`src/rtl/rstlink_pkg.sv`:
```
package rstlink_pkg;

    localparam int unsigned BRK_MIN_BITS    = 11;
    localparam int unsigned RST_MAX_BITS    = 30;
    localparam int unsigned SYNC_TMO_BITS   = 20;
    localparam int unsigned SYNC_FALLS      = 5;
    localparam int unsigned SYNC_SPAN_SHIFT = 3;

    typedef enum logic [1:0] {
        LS_IDLE,
        LS_WAIT,
        LS_MEAS,
        LS_LINK
    } link_state_e;

    typedef struct packed {
        logic [31:0] brk_min;
        logic [31:0] rst_max;
        logic [31:0] sync_tmo;
    } limits_t;

    function automatic limits_t make_limits(input logic [31:0] per);
        limits_t l;
        l.brk_min  = per * BRK_MIN_BITS;
        l.rst_max  = per * RST_MAX_BITS;
        l.sync_tmo = per * SYNC_TMO_BITS;
        return l;
    endfunction

endpackage

```
`src/rtl/rstlink_pin_filter.sv`:
```
module rstlink_pin_filter #(
    parameter int unsigned TAPS = 3
) (
    input  logic clk,
    input  logic rst,
    input  logic pin_raw,
    output logic pin_filt,
    output logic pin_fall,
    output logic pin_rise
);

    logic [1:0]      sync_q;
    logic [TAPS-1:0] win_q;
    logic            filt_q;
    logic            filt_d;

    always_ff @(posedge clk) begin
        if (rst) begin
            sync_q <= '1;
            win_q  <= '1;
            filt_q <= 1'b1;
            filt_d <= 1'b1;
        end else begin
            sync_q <= {sync_q[0], pin_raw};
            win_q  <= {win_q[TAPS-2:0], sync_q[1]};
            if (&win_q) begin
                filt_q <= 1'b1;
            end else if (~|win_q) begin
                filt_q <= 1'b0;
            end
            filt_d <= filt_q;
        end
    end

    assign pin_filt = filt_q;
    assign pin_fall = filt_d & ~filt_q;
    assign pin_rise = ~filt_d & filt_q;

endmodule

```
`src/rtl/rstlink_low_timer.sv`:
```
module rstlink_low_timer #(
    parameter int unsigned CNT_W = 22
) (
    input  logic             clk,
    input  logic             rst,
    input  logic             pin_filt,
    input  logic             pin_rise,
    input  logic [CNT_W-1:0] brk_min,
    input  logic [CNT_W-1:0] rst_max,
    output logic             brk_strobe,
    output logic             rst_pulse,
    output logic             rst_active
);

    logic [CNT_W-1:0] low_cnt;
    logic             cross_now;
    logic             brk_now;

    assign cross_now = !pin_filt && !rst_active && (low_cnt >= rst_max);
    assign brk_now   = pin_rise && !rst_active &&
                       (low_cnt >= brk_min) && (low_cnt <= rst_max);

    always_ff @(posedge clk) begin
        if (rst) begin
            low_cnt    <= '0;
            brk_strobe <= 1'b0;
            rst_pulse  <= 1'b0;
            rst_active <= 1'b0;
        end else begin
            brk_strobe <= brk_now;
            rst_pulse  <= cross_now;
            if (cross_now) begin
                rst_active <= 1'b1;
            end else if (pin_filt) begin
                rst_active <= 1'b0;
            end
            if (pin_filt) begin
                low_cnt <= '0;
            end else if (!(&low_cnt)) begin
                low_cnt <= low_cnt + 1'b1;
            end
        end
    end

endmodule

```
`src/rtl/rstlink_autobaud.sv`:
```
module rstlink_autobaud
    import rstlink_pkg::*;
#(
    parameter int unsigned PER_W = 16,
    parameter int unsigned CNT_W = 22
) (
    input  logic             clk,
    input  logic             rst,
    input  logic             pin_fall,
    input  logic             brk_strobe,
    input  logic             rst_pulse,
    input  logic [CNT_W-1:0] sync_tmo,
    output logic             link_active,
    output logic             meas_valid,
    output logic [PER_W-1:0] meas_period
);

    link_state_e      state_q;
    logic [CNT_W-1:0] gap_cnt;
    logic [CNT_W-1:0] span_cnt;
    logic [2:0]       falls_q;
    logic [CNT_W-1:0] span_total;
    logic             gap_expired;

    assign span_total  = span_cnt + 1'b1;
    assign gap_expired = (gap_cnt >= sync_tmo);

    always_ff @(posedge clk) begin
        if (rst) begin
            state_q     <= LS_IDLE;
            gap_cnt     <= '0;
            span_cnt    <= '0;
            falls_q     <= '0;
            link_active <= 1'b0;
            meas_valid  <= 1'b0;
            meas_period <= '0;
        end else if (rst_pulse) begin
            state_q     <= LS_IDLE;
            link_active <= 1'b0;
            meas_valid  <= 1'b0;
        end else if (brk_strobe) begin
            state_q     <= LS_WAIT;
            link_active <= 1'b1;
            gap_cnt     <= '0;
        end else begin
            unique case (state_q)
                LS_WAIT: begin
                    if (pin_fall) begin
                        state_q  <= LS_MEAS;
                        span_cnt <= '0;
                        falls_q  <= 3'd1;
                        gap_cnt  <= '0;
                    end else if (gap_expired) begin
                        state_q     <= LS_IDLE;
                        link_active <= 1'b0;
                        meas_valid  <= 1'b0;
                    end else begin
                        gap_cnt <= gap_cnt + 1'b1;
                    end
                end
                LS_MEAS: begin
                    if (!(&span_cnt)) begin
                        span_cnt <= span_cnt + 1'b1;
                    end
                    if (pin_fall) begin
                        gap_cnt <= '0;
                        if (falls_q == 3'(SYNC_FALLS - 1)) begin
                            meas_period <= PER_W'(span_total >> SYNC_SPAN_SHIFT);
                            meas_valid  <= 1'b1;
                            state_q     <= LS_LINK;
                        end else begin
                            falls_q <= falls_q + 1'b1;
                        end
                    end else if (gap_expired) begin
                        state_q     <= LS_IDLE;
                        link_active <= 1'b0;
                        meas_valid  <= 1'b0;
                    end else begin
                        gap_cnt <= gap_cnt + 1'b1;
                    end
                end
                default: begin
                end
            endcase
        end
    end

endmodule

```
`src/rtl/rstlink_discriminator.sv`:
```
module rstlink_discriminator
    import rstlink_pkg::*;
#(
    parameter int unsigned PER_W     = 16,
    parameter int unsigned FILT_TAPS = 3
) (
    input  logic             clk,
    input  logic             rst,
    input  logic             pin_n,
    input  logic [PER_W-1:0] cfg_bit_period,
    output logic             rst_pulse,
    output logic             rst_active,
    output logic             brk_strobe,
    output logic [PER_W-1:0] meas_period,
    output logic             link_active
);

    localparam int unsigned CNT_W = PER_W + 6;

    logic             pin_filt;
    logic             pin_fall;
    logic             pin_rise;
    logic             meas_valid;
    logic [PER_W-1:0] active_per;
    limits_t          lim;
    logic [CNT_W-1:0] brk_min;
    logic [CNT_W-1:0] rst_max;
    logic [CNT_W-1:0] sync_tmo;

    assign active_per = meas_valid ? meas_period : cfg_bit_period;
    assign lim        = make_limits(32'(active_per));
    assign brk_min    = CNT_W'(lim.brk_min);
    assign rst_max    = CNT_W'(lim.rst_max);
    assign sync_tmo   = CNT_W'(lim.sync_tmo);

    rstlink_pin_filter #(
        .TAPS (FILT_TAPS)
    ) u_filter (
        .clk      (clk),
        .rst      (rst),
        .pin_raw  (pin_n),
        .pin_filt (pin_filt),
        .pin_fall (pin_fall),
        .pin_rise (pin_rise)
    );

    rstlink_low_timer #(
        .CNT_W (CNT_W)
    ) u_timer (
        .clk        (clk),
        .rst        (rst),
        .pin_filt   (pin_filt),
        .pin_rise   (pin_rise),
        .brk_min    (brk_min),
        .rst_max    (rst_max),
        .brk_strobe (brk_strobe),
        .rst_pulse  (rst_pulse),
        .rst_active (rst_active)
    );

    rstlink_autobaud #(
        .PER_W (PER_W),
        .CNT_W (CNT_W)
    ) u_baud (
        .clk         (clk),
        .rst         (rst),
        .pin_fall    (pin_fall),
        .brk_strobe  (brk_strobe),
        .rst_pulse   (rst_pulse),
        .sync_tmo    (sync_tmo),
        .link_active (link_active),
        .meas_valid  (meas_valid),
        .meas_period (meas_period)
    );

endmodule

```
`config.mk`:
```
export PLATFORM = sky130hd
export DESIGN_NAME = rstlink_discriminator
export DESIGN_NICKNAME = d
export VERILOG_FILES = /design/src/rtl/rstlink_pkg.sv /design/src/rtl/rstlink_pin_filter.sv /design/src/rtl/rstlink_low_timer.sv /design/src/rtl/rstlink_autobaud.sv /design/src/rtl/rstlink_discriminator.sv
export SDC_FILE = /design/constraint.sdc
export NUM_CORES = 1
export LEC_CHECK = 0
export ABC_AREA = 1
export BUFFER_PORTS_ARGS = -buffer_cell sky130_fd_sc_hd__buf_2
export CORE_MARGIN = 8
export CORE_UTILIZATION = 65
export DETAILED_ROUTE_END_ITERATION = 7
export GPL_TIMING_DRIVEN = 0
export PLACE_DENSITY = 0.83
export SLEW_MARGIN = 20
export SYNTH_ARGS = -nofsm -noshare
export SYNTH_HDL_FRONTEND = slang
export SYNTH_HIERARCHICAL = 1
export SYNTH_SLANG_ARGS = --single-unit
```
`constraint.sdc`:
```
create_clock -name clk -period 5.9 [get_ports clk]
set_input_delay 0.295 -clock clk [delete_from_list [all_inputs] [get_ports clk]]
set_output_delay 0.295 -clock clk [all_outputs]
set_load 0.03 [all_outputs]
```
Word-level counts from Yosys, hierarchy flattened
Index checks and enable logic that the tools add are counted.
{"block": "classes", "eq_ne": 12, "n_addsub": 4, "bitwise_logic": 6, "n_lt_le_gt_ge": 4, "mux": 29, "n_mul": 3, "n_reduce_logical": 29}
{"cell": "$mux 22", "n": 6}
{"cell": "$add 22x1->22 const B", "n": 3}
{"cell": "$ge 22x21->1", "n": 2}
{"cell": "$pmux 22 s2", "n": 1}
{"cell": "$reduce_and 22->1", "n": 2}
{"cell": "$mul 16x4->20 const B", "n": 2}
{"cell": "$ge 22x20->1", "n": 1}
{"cell": "$le 22x21->1", "n": 1}
{"cell": "$mul 16x3->19 const B", "n": 1}
{"cell": "$mux 16", "n": 1}
{"cell": "$mux 1", "n": 11}
{"cell": "$ne 2x2->1 const B", "n": 5}
{"cell": "$reduce_and 5->1", "n": 2}
{"cell": "$mux 3", "n": 3}
{"cell": "$reduce_and 3->1", "n": 3}
{"cell": "$mux 2", "n": 4}
{"cell": "$reduce_bool 2->1", "n": 4}
{"cell": "$reduce_or 2->1", "n": 4}
{"cell": "$pmux 3 s2", "n": 1}
{"cell": "$reduce_and 6->1", "n": 1}
{"cell": "$reduce_or 3->1", "n": 2}
{"cell": "$logic_and 1x1->1", "n": 5}
{"cell": "$ne 4x3->1 const B", "n": 1}
{"cell": "$not 1->1", "n": 4}
{"cell": "other kinds (14)", "n": 17}
{"block": "word_totals", "regBits": 99, "word_cells": 103, "input_bits": 19, "out_inout_bits": 20}

Longest topological paths before layout
Gate-level depths: netlist of run 1.
{"block": "depth", "depth_word": 7, "ltp_mapped": 32, "ltp_nobuf": 30}

Modules after synthesis
Netlist of run 1, hierarchy kept.
{"mod": "rstlink_autobaud", "seq_area_each_um2": 1341.3, "n_inst": 1, "cells_per_inst": 725, "area_each_um2": 4584.4}
{"mod": "rstlink_discriminator", "seq_area_each_um2": 0.0, "n_inst": 1, "cells_per_inst": 694, "area_each_um2": 4304.1}
{"mod": "rstlink_low_timer", "seq_area_each_um2": 500.5, "n_inst": 1, "cells_per_inst": 408, "area_each_um2": 2605.0}
{"mod": "rstlink_pin_filter", "seq_area_each_um2": 140.1, "n_inst": 1, "cells_per_inst": 26, "area_each_um2": 221.5}

Worst setup path after synthesis of run 1
No wires, ideal clock.
{"block": "synth_path", "kind": "register to register", "from": "reg u_baud.meas_valid", "to": "reg u_timer.brk_strobe", "synth_period_minus_slack_ns": 4.440, "setup_ns": 0.111, "path_buffers": 1, "slack_ns": 1.460, "path_stages_with_launch": 24, "required_time_ns": 5.789, "arrival_ns": 4.329, "cell_sequence": "dfxtp_1 clkbuf_1 o21ai_0 inv_1 ha_1 inv_1 fa_1 inv_1 ha_1 nand2_1 nor3_1 nand2_1 nand2_1 nand2_1 nand2_1 inv_1 ha_1 a21oi_1 o21ai_0 nand2_1 nand2_1 nor2_1 and2_0 nor2_1"}
{"block": "synth_between", "elab_chain_cells": 5, "word_cells_on_any_way": 7, "classes_between": "mul: 2; order compare: 2; mux: 1; reduce/logical: 2"}
{"element": "from (decl)", "line_no": "rstlink_autobaud.sv:14", "rtl": "output logic meas_valid,"}
{"element": "from (signal assigned)", "line_no": "rstlink_autobaud.sv:35", "rtl": "meas_valid <= 1'b0;"}
{"element": "from (signal assigned)", "line_no": "rstlink_autobaud.sv:40", "rtl": "meas_valid <= 1'b0;"}
{"element": "from (signal assigned)", "line_no": "rstlink_autobaud.sv:56", "rtl": "meas_valid <= 1'b0;"}
{"element": "$mux 16", "line_no": "rstlink_discriminator.sv:30", "rtl": "assign active_per = meas_valid ? meas_period : cfg_bit_period;"}
{"element": "$mul 16x4->20", "line_no": "rstlink_pkg.sv:24", "rtl": "l.brk_min = per * BRK_MIN_BITS;"}
{"element": "net brk_min[17]", "line_no": "rstlink_discriminator.sv:26", "rtl": "logic [CNT_W-1:0] brk_min;"}
{"element": "$ge 22x20->1", "line_no": "rstlink_low_timer.sv:21", "rtl": "(low_cnt >= brk_min) && (low_cnt <= rst_max);"}
{"element": "$logic_and 1x1->1", "line_no": "rstlink_low_timer.sv:20", "rtl": "assign brk_now = pin_rise && !rst_active &&"}
{"element": "$logic_and 1x1->1", "line_no": "rstlink_low_timer.sv:21"}
{"element": "to (signal assigned)", "line_no": "rstlink_low_timer.sv:30", "rtl": "brk_strobe <= brk_now;"}
{"element": "to (decl)", "line_no": "rstlink_low_timer.sv:10", "rtl": "output logic brk_strobe,"}
The timed path passes the listed nets, and every way through them passes these cells.
A chain may end at the register's enable or synchronous reset.

==> flow_summary.json, run 1 <==
{
  "drive_above_1_share_pct": 7.46,
  "drt_iter0_drc": 671,
  "reg2reg_slack_ns": 0.48,
  "hpwlAfterDp_mm": 24.4,
  "fmax_ghz": 0.185,
  "cap_violations": 0,
  "p_per_area_nw_per_um2": 199,
  "period_needed_ns": 5.42,
  "slew_viol_final": 0,
  "max_stage_delay_ns": 0.64,
  "cp_num_buf_inv": 5,
  "worstSetupPathType": "register to register",
  "area_delta_synth_final_pct": 6.92,
  "ys_types": 50,
  "hold_viol_final": 0,
  "antenna_found_initial": 0,
  "cts_buffers": 9,
  "status": "complete, no violations",
  "nets": 2118,
  "rsz0062_at_grt": "false",
  "die-area_um2": 22600,
  "postCtsSetupBuffers": 0,
  "synth-edff-count": 0,
  "syn-instance-count": 1853,
  "finalCritPeriodShare_pct": 91.8,
  "post_drt_wl_per_cell_um": 13.9,
  "postSynth.asyncResetShare_pct": 0,
  "grt_pass1_vias": 10800,
  "hold_ws_ns": 0.107,
  "finalClockSkew_ns": 0.00770,
  "seq_area_frac_synth_pct": 16.9,
  "critPathTopFamily": "adder cells",
  "final_common_cell": "nand2_1",
  "critPathMaxFanout": 10,
  "hold_class": "input port to register",
  "die_height_um": 150,
  "crit_top_cell": "nand2_1",
  "grt_max_degree": 19,
  "drc": 0,
  "rows": 49,
  "antenna_cells": 0,
  "ant_nets": 0,
  "io_pins": 39,
  "grt_first_pass_wirelength_mm": 49.9,
  "crit_start": "u_baud/meas_valid",
  "finalSetupViolCount": 0,
  "core_um2": 17800,
  "slew_headroom_pct": 32.3,
  "initial_core_util_pct": 65.7,
  "cts.sinks": 99,
  "slowest_stage": "fa_1",
  "grt.overflow.total": 0,
  "critPathCaptureType": "register",
  "irDropWorstVdd_mv": 0.171,
  "routed_wl_mm": 29.8,
  "clk_pin_slew_ns": 0.07,
  "avgSynthCellArea_um2": 6.32,
  "gp_congestion": 0.934,
  "fp.dieW_um": 150,
  "vias": 11500,
  "required_ns": 6.15,
  "tritoncts": "done",
  "synth_seq_cells": 99,
  "final_cell_mix": "nand2_1 (482), inv_1 (359), nor2_1 (197), ha_1 (143), nand3_1 (130)",
  "via_per_inst": 5.35,
  "cts.path.max_buffers": 2,
  "start_kind": "register",
  "min_from": "pin_n",
  "timing.rr.start": "u_baud/meas_valid",
  "yosysWarnings": 6,
  "dr.pass1.iters": 5,
  "crit_arrival_ns": 5.67,
  "h-tree-depth": 3,
  "grt_util_all_layers_pct": 27.1,
  "tns_ns": 0,
  "worst_pin_slew_ns": 1.01,
  "syn-cell-area_um2": 11700,
  "power.leakage_nw": 6.56,
  "clkLatencyLatePin_ns": 0.36,
  "synth-main-ff-cell": "dfxtp_1",
  "io_buffers": 38,
  "fillers": 1622,
  "root_buffer": "clkbuf_16"
}
-- state kept, by name (all words and copies together) (netlist names) --
register,cells
u_baud/state_q,2
u_filter/filt_d,1
u_baud/gap_cnt,22
u_filter/win_q,3
u_baud/span_cnt,22
u_timer/rst_active,1
u_filter/sync_q,2
u_baud/falls_q,3
u_timer/brk_strobe,1
u_baud/link_active,1
u_baud/meas_valid,1
u_timer/low_cnt,22
u_filter/pin_filt,1
u_timer/rst_pulse,1
u_baud/meas_period,16
-- timing repair --
action,CTS,global route
hold endpoints to repair,0,0
endpoints found under the setup margin,0,1
hold buffers,0,0
gates resized for setup,0,2
-- routing by layer --
layer  GRT usage [%]  vias to the layer above  share of wire [%]
met5               0                        -                  0
met4            10.9                        0                3.1
met3            4.12                       65                4.8
met2            46.9                      319                 48
met1            33.0                     5188                 45
li1                -                     5913                  -
-- cells by family (layout without fill, tap and decap cells) --
group	count (synthesis)	in the layout	synth area share, %
AOI/OAI and AO/OA	217	217	10.7
xor gates and xnor gates	46	46	3.44
adders and majority gates	187	187	22.8
buffers and inverters	400	458	13.3
DFF	99	99	16.9
muxes	1	1	0.0961
other	1	7	0.0320
and+or+nand+nor	902	902	32.8
-- metrics by stage --
step                cells  instance area (um2)  util, %  total power, W  setup slack, ns
finish               2146                12500     70.2         0.00249            0.482
detailed placement   2130                12200     68.6         0.00191            0.451
global route         2146                12500     70.2         0.00272            0.128
CTS                  2146                12500     70.2         0.00250            0.413
global placement     2126                12200     68.5         0.00187            0.363
floorplan            1859                11700        -         0.00163             1.46
-- synth_stat cells, drive strengths merged, types with 14 or more instances --
cell type | count | area [um2]
a21oi | 119 | 667
nand2 | 499 | 1920
nand3 | 135 | 708
inv | 366 | 1370
xor2 | 35 | 307
nor3 | 28 | 178
o21ai | 63 | 323
ha | 143 | 1790
nand4 | 14 | 87.6
fa | 44 | 881
buf | 18 | 119
dfxtp | 99 | 1980
nor2 | 207 | 822
clkbuf | 14 | 52.6
-- path summary, 6_finish.rpt --
check | cells after the start | end
max | 25 | u_timer/rst_active
min | 2 | u_filter/sync_q[0]
max reg2reg | 25 | u_timer/rst_active
min reg2reg | 1 | u_filter/win_q[0]
-- cell type report --
cell class | instances | area [um2] | share of cell area [%]
multi-input combinational | 1360 | 8200 | 65.5
inverter | 368 | 1380 | 11.0
timing repair buffer | 42 | 220 | 1.76
sequential | 99 | 1980 | 15.8
clock inverter | 7 | 55.1 | 0.440
tap | 229 | 287 | 2.29
clock buffer | 9 | 225 | 1.80
buffer | 32 | 173 | 1.38
-- power by group --
group / switching, W / leakage (nW) / internal (W)
logic: 0.000805 / 5.62 / 0.000438
clock network: 0.000284 / 0.139 / 0.000292
registers: 0.000000252 / 0.798 / 0.000668
total: 0.00109 / 6.56 / 0.00140
No activity file was read; power rests on OpenSTA's default activity.
==> run 2, diff against run 1 <==
Settings changed: PLACE_DENSITY 0.83 to not set, PLACE_DENSITY_LB_ADDON set to 0.1.
==> flow_summary.json, run 2 (same netlist as run 1, synthesis figures left out) <==
{
  "critPathCaptureType": "register",
  "fmax_ghz": 0.186,
  "io_buffers": 38,
  "ctsHoldBuffers": 0,
  "grt_max_degree": 21,
  "power.net_switching_w": 0.00111,
  "slew_headroom_pct": 31.5,
  "dr.pass1.iters": 6,
  "gp_congestion": 0.952,
  "grt_pass1_vias": 11000,
  "worst_pin_slew_ns": 1.02,
  "critPathMaxFanout": 10,
  "fillers": 1637,
  "clk_pin_slew_ns": 0.07,
  "rsz0062_at_grt": "false",
  "preCtsSetupSlack_ns": 0.566,
  "p_per_area_nw_per_um2": 203,
  "h-tree-depth": 3,
  "nets": 2117,
  "drive_above_1_share_pct": 7.36,
  "cts.sinks": 99,
  "cts_buffers": 9,
  "p_comb_share_pct": 48.4,
  "cap_violations": 0,
  "grt.overflow.total": 0,
  "finalCritPeriodShare_pct": 91.0,
  "area_delta_synth_final_pct": 7.30,
  "vias": 11400,
  "post_drt_wl_per_cell_um": 13.9,
  "rows": 49,
  "root_buffer": "clkbuf_16",
  "core_um2": 17800,
  "tns_ns": 0,
  "final_common_cell": "nand2_1",
  "hpwlAfterDp_mm": 24.4,
  "antenna_found_initial": 0,
  "clkLatencyLatePin_ns": 0.37,
  "grt_util_all_layers_pct": 27.5,
  "die-area_um2": 22600,
  "period_needed_ns": 5.37,
  "routed_wl_mm": 29.9,
  "irDropWorstVdd_mv": 0.163,
  "status": "complete, no violations",
  "cts-resized-gates": 0,
  "max_stage_delay_ns": 0.46,
  "final_cell_area_um2": 12600,
  "fin_util_pct": 70.5,
  "hold_class": "input port to register",
  "start_kind": "register",
  "die_height_um": 150,
  "drc": 0,
  "power.leakage_nw": 6.57,
  "placed_cell_area_um2": 12200,
  "slew_viol_final": 0,
  "drt_iter0_drc": 759,
  "fin_ws_ns": 0.530,
  "switching_share_pct": 43.3,
  "top_regs": "u_baud/gap_cnt: 22 flops, u_baud/span_cnt: 22 flops, u_timer/low_cnt: 22 flops",
  "finalSetupViolCount": 0,
  "antenna_cells": 0,
  "hold_viol_final": 0,
  "postCtsSetupBuffers": 0,
  "required_ns": 6.16,
  "fp.dieW_um": 150,
  "p_int_w": 0.00145,
  "finalClockSkew_ns": 0.0146,
  "initial_core_util_pct": 65.7,
  "sequentialPowerShare_pct": 26.2,
  "tritoncts": "done",
  "crit_arrival_ns": 5.63,
  "power_w": 0.00256,
  "io_pins": 39,
  "ant_nets": 0,
  "cts.path.max_buffers": 2,
  "final_cell_mix": "nand2_1 (482), inv_1 (359), nor2_1 (197), ha_1 (143), nand3_1 (130)",
  "via_per_inst": 5.33,
  "grt_first_pass_wirelength_mm": 50.8,
  "worstSetupPathType": "register to register",
  "crit_top_cell": "nand2_1",
  "p_clk_share_pct": 25.4,
  "slowest_stage": "dfxtp_1"
}
run 2: changes by cell type in the layout (fill, tap and decap cells not counted), moves of 2 or more:
| cell | delta |
|---|---|
| clkinv_2 | -2 |
| clkinv_8 | +3 |
| inv_6 | -3 |
| clkinv_4 | +2 |
run 2: path summary, 6_finish.rpt:
path,to,from,cells past startpoint,slack [ns]
setup / recovery,u_baud/gap_cnt[3],u_baud/meas_valid,28,0.53
hold / removal,u_filter/sync_q[0],pin_n,2,0.12
setup reg to reg,u_baud/gap_cnt[3],u_baud/meas_valid,28,0.53
hold reg to reg,u_filter/win_q[0],u_filter/sync_q[1],1,0.41
run 2: area by class of cell:
class                   instances  area, um2  share of cell area [%]
multi-input cells            1360       8200                    65.3
clock buffers                   9        225                    1.79
clock inverters                 7        108                   0.856
inverters                     368       1380                    11.0
well taps                     229        287                    2.28
flip-flops and latches         99       1980                    15.8
plain buffers                  32        171                    1.36
repair buffers                 41        213                    1.69
run 2: worst max-delay path: cells and delay by family (launching register included):
family,cells,cell delay [ns]
AOI/OAI and AO/OA,3,0.82
adders and majority gates,4,1.32
buffers and inverters,6,1.28
DFF,1,0.46
and+or+nand+nor,15,1.38
run 2: layer usage:
metal / part of all wire (%) / up-vias / GRT usage (%)
met3: 4.4 / 71 / 3.01
li1: - / 5902 / -
met5: 0 / - / 0
met1: 44 / 5177 / 33.4
met4: 3.4 / 0 / 11.8
met2: 48 / 292 / 48.4
run 2: power by group through the flow:
stage	Sequential, W	Combinational (W)	Clock, W
3_3_place_gp	0.000684	0.00118	0
3_5_place_dp	0.000684	0.00122	0
4_1_cts	0.000669	0.00123	0.000667
2_1_floorplan	0.000684	0.000942	0
6_report	0.000669	0.00124	0.000651
5_1_grt	0.000669	0.00143	0.000688
run 2: stage by stage:
stage	hold WS [ns]	std cells
2_1_floorplan	0.383	1859
3_3_place_gp	0.389	2126
3_5_place_dp	0.391	2129
4_1_cts	0.120	2145
5_1_grt	0.144	2145
6_report	0.124	2145
==> run 3, diff against run 2 <==
Settings changed: RECOVER_POWER set to 25.
==> flow_summary.json, run 3 (same netlist as run 1, synthesis figures left out) <==
{
  "io_pins": 39,
  "core_um2": 17800,
  "switching_share_pct": 43.2,
  "p_comb_share_pct": 48.4,
  "rsz0062_at_grt": "false",
  "grt.overflow.total": 0,
  "drt_iter0_drc": 828,
  "preCtsSetupSlack_ns": 0.566,
  "period_needed_ns": 5.39,
  "nets": 2117,
  "grt_max_degree": 21,
  "reg2reg_to": "u_baud/gap_cnt[3]",
  "fillers": 1654,
  "final_cell_area_um2": 12500,
  "clk_pin_slew_ns": 0.07,
  "initial_core_util_pct": 65.7,
  "rows": 49,
  "finalSetupViolCount": 0,
  "grt_first_pass_wirelength_mm": 50.8,
  "max_stage_delay_ns": 0.47,
  "ant_nets": 0,
  "tritoncts": "done",
  "hold_class": "input port to register",
  "power.net_switching_w": 0.00110,
  "fp.dieW_um": 150,
  "slowest_stage": "dfxtp_1",
  "top_regs": "u_baud/gap_cnt: 22 flops, u_baud/span_cnt: 22 flops, u_timer/low_cnt: 22 flops",
  "crit_top_cell": "nand2_1",
  "critPathCaptureType": "register",
  "final_cell_mix": "nand2_1 (482), inv_1 (359), nor2_1 (198), ha_1 (143), nand3_1 (130)",
  "die-area_um2": 22600,
  "worstSetupPathType": "register to register",
  "timing.rr.start": "u_baud/meas_valid",
  "ctsHoldBuffers": 0,
  "worst_pin_slew_ns": 1.02,
  "cts.sinks": 99,
  "hold_viol_final": 0,
  "gp_congestion": 0.952,
  "grt_util_all_layers_pct": 27.5,
  "fin_ws_ns": 0.513,
  "die_height_um": 150,
  "drive_above_1_share_pct": 6.16,
  "power.leakage_nw": 6.48,
  "antenna_found_initial": 0,
  "critPathTopFamily": "simple AND/OR/NAND/NOR gates",
  "crit_start": "u_baud/meas_valid",
  "drc": 0,
  "clkLatencyLatePin_ns": 0.37,
  "vias": 11500,
  "start_kind": "register",
  "fmax_ghz": 0.186,
  "tns_ns": 0,
  "crit_arrival_ns": 5.64,
  "critPathCapture": "u_baud/gap_cnt[3]",
  "routed_wl_mm": 29.9,
  "p_clk_share_pct": 25.4,
  "sequentialPowerShare_pct": 26.2,
  "cts_buffers": 9,
  "p_per_area_nw_per_um2": 204,
  "slew_headroom_pct": 31.8,
  "cap_violations": 0,
  "root_buffer": "clkbuf_16",
  "reg2reg_depth": 28,
  "status": "complete, no violations",
  "required_ns": 6.16,
  "antenna_cells": 0,
  "dr.pass1.iters": 5,
  "reg2reg_slack_ns": 0.51,
  "cts.path.max_buffers": 2,
  "critPathMaxFanout": 10,
  "io_buffers": 38,
  "cp_num_buf_inv": 6,
  "placed_cell_area_um2": 12200,
  "postCtsSetupBuffers": 0,
  "irDropWorstVdd_mv": 0.161,
  "post_drt_wl_per_cell_um": 13.9,
  "cts-resized-gates": 0,
  "crit_cells": 28,
  "hpwlAfterDp_mm": 24.4,
  "slew_viol_final": 0,
  "grt_pass1_vias": 11000,
  "area_delta_synth_final_pct": 7.00,
  "final_common_cell": "nand2_1",
  "via_per_inst": 5.36,
  "finalCritPeriodShare_pct": 91.3,
  "p_int_w": 0.00145,
  "finalClockSkew_ns": 0.0157,
  "h-tree-depth": 3
}
## run 3: power by group through the flow
stage          logic, W  clock network, W  registers, W
5_1_grt         0.00143          0.000688      0.000669
3_3_place_gp    0.00118                 0      0.000684
6_report        0.00124          0.000648      0.000669
2_1_floorplan  0.000942                 0      0.000684
3_5_place_dp    0.00122                 0      0.000684
4_1_cts         0.00123          0.000667      0.000669
## run 3: cell type report
class	instances	area [um2]	share of cell area, %
clock inverter	7	108	0.858
multi-input combinational	1360	8200	65.4
buffer	32	170	1.36
timing repair buffer	41	186	1.49
clock buffer	9	225	1.80
sequential	99	1980	15.8
tap	229	287	2.29
inverter	368	1380	11.0
## run 3: how the worst min path moves through the flow
stage                  startpoint                  to  slack (ns)  depth (start not counted)
3_5_place_dp   u_filter/sync_q[1]   u_filter/win_q[0]        0.39                          1
5_1_grt                     pin_n  u_filter/sync_q[0]        0.14                          2
4_1_cts                     pin_n  u_filter/sync_q[0]        0.12                          2
2_1_floorplan  u_filter/sync_q[0]  u_filter/sync_q[1]        0.38                          1
3_3_place_gp   u_filter/sync_q[0]  u_filter/sync_q[1]        0.39                          1
6_report                    pin_n  u_filter/sync_q[0]        0.13                          2
## run 3: metrics by stage
stage          cells  hold slack [ns]  utilization [%]  total power, W
3_3_place_gp    2126            0.389             68.5         0.00186
5_1_grt         2145            0.144             70.3         0.00279
6_report        2145            0.130             70.3         0.00255
3_5_place_dp    2129            0.391             68.6         0.00191
2_1_floorplan   1859            0.383                -         0.00163
4_1_cts         2145            0.120             70.5         0.00257
## run 3: per-layer routing
layer	part of all wire (%)	routed length, um	GRT usage, %
met4	3.4	1010	11.8
met3	4.7	1390	3.01
met1	44	13100	33.4
met5	0	0	0
met2	48	14300	48.4
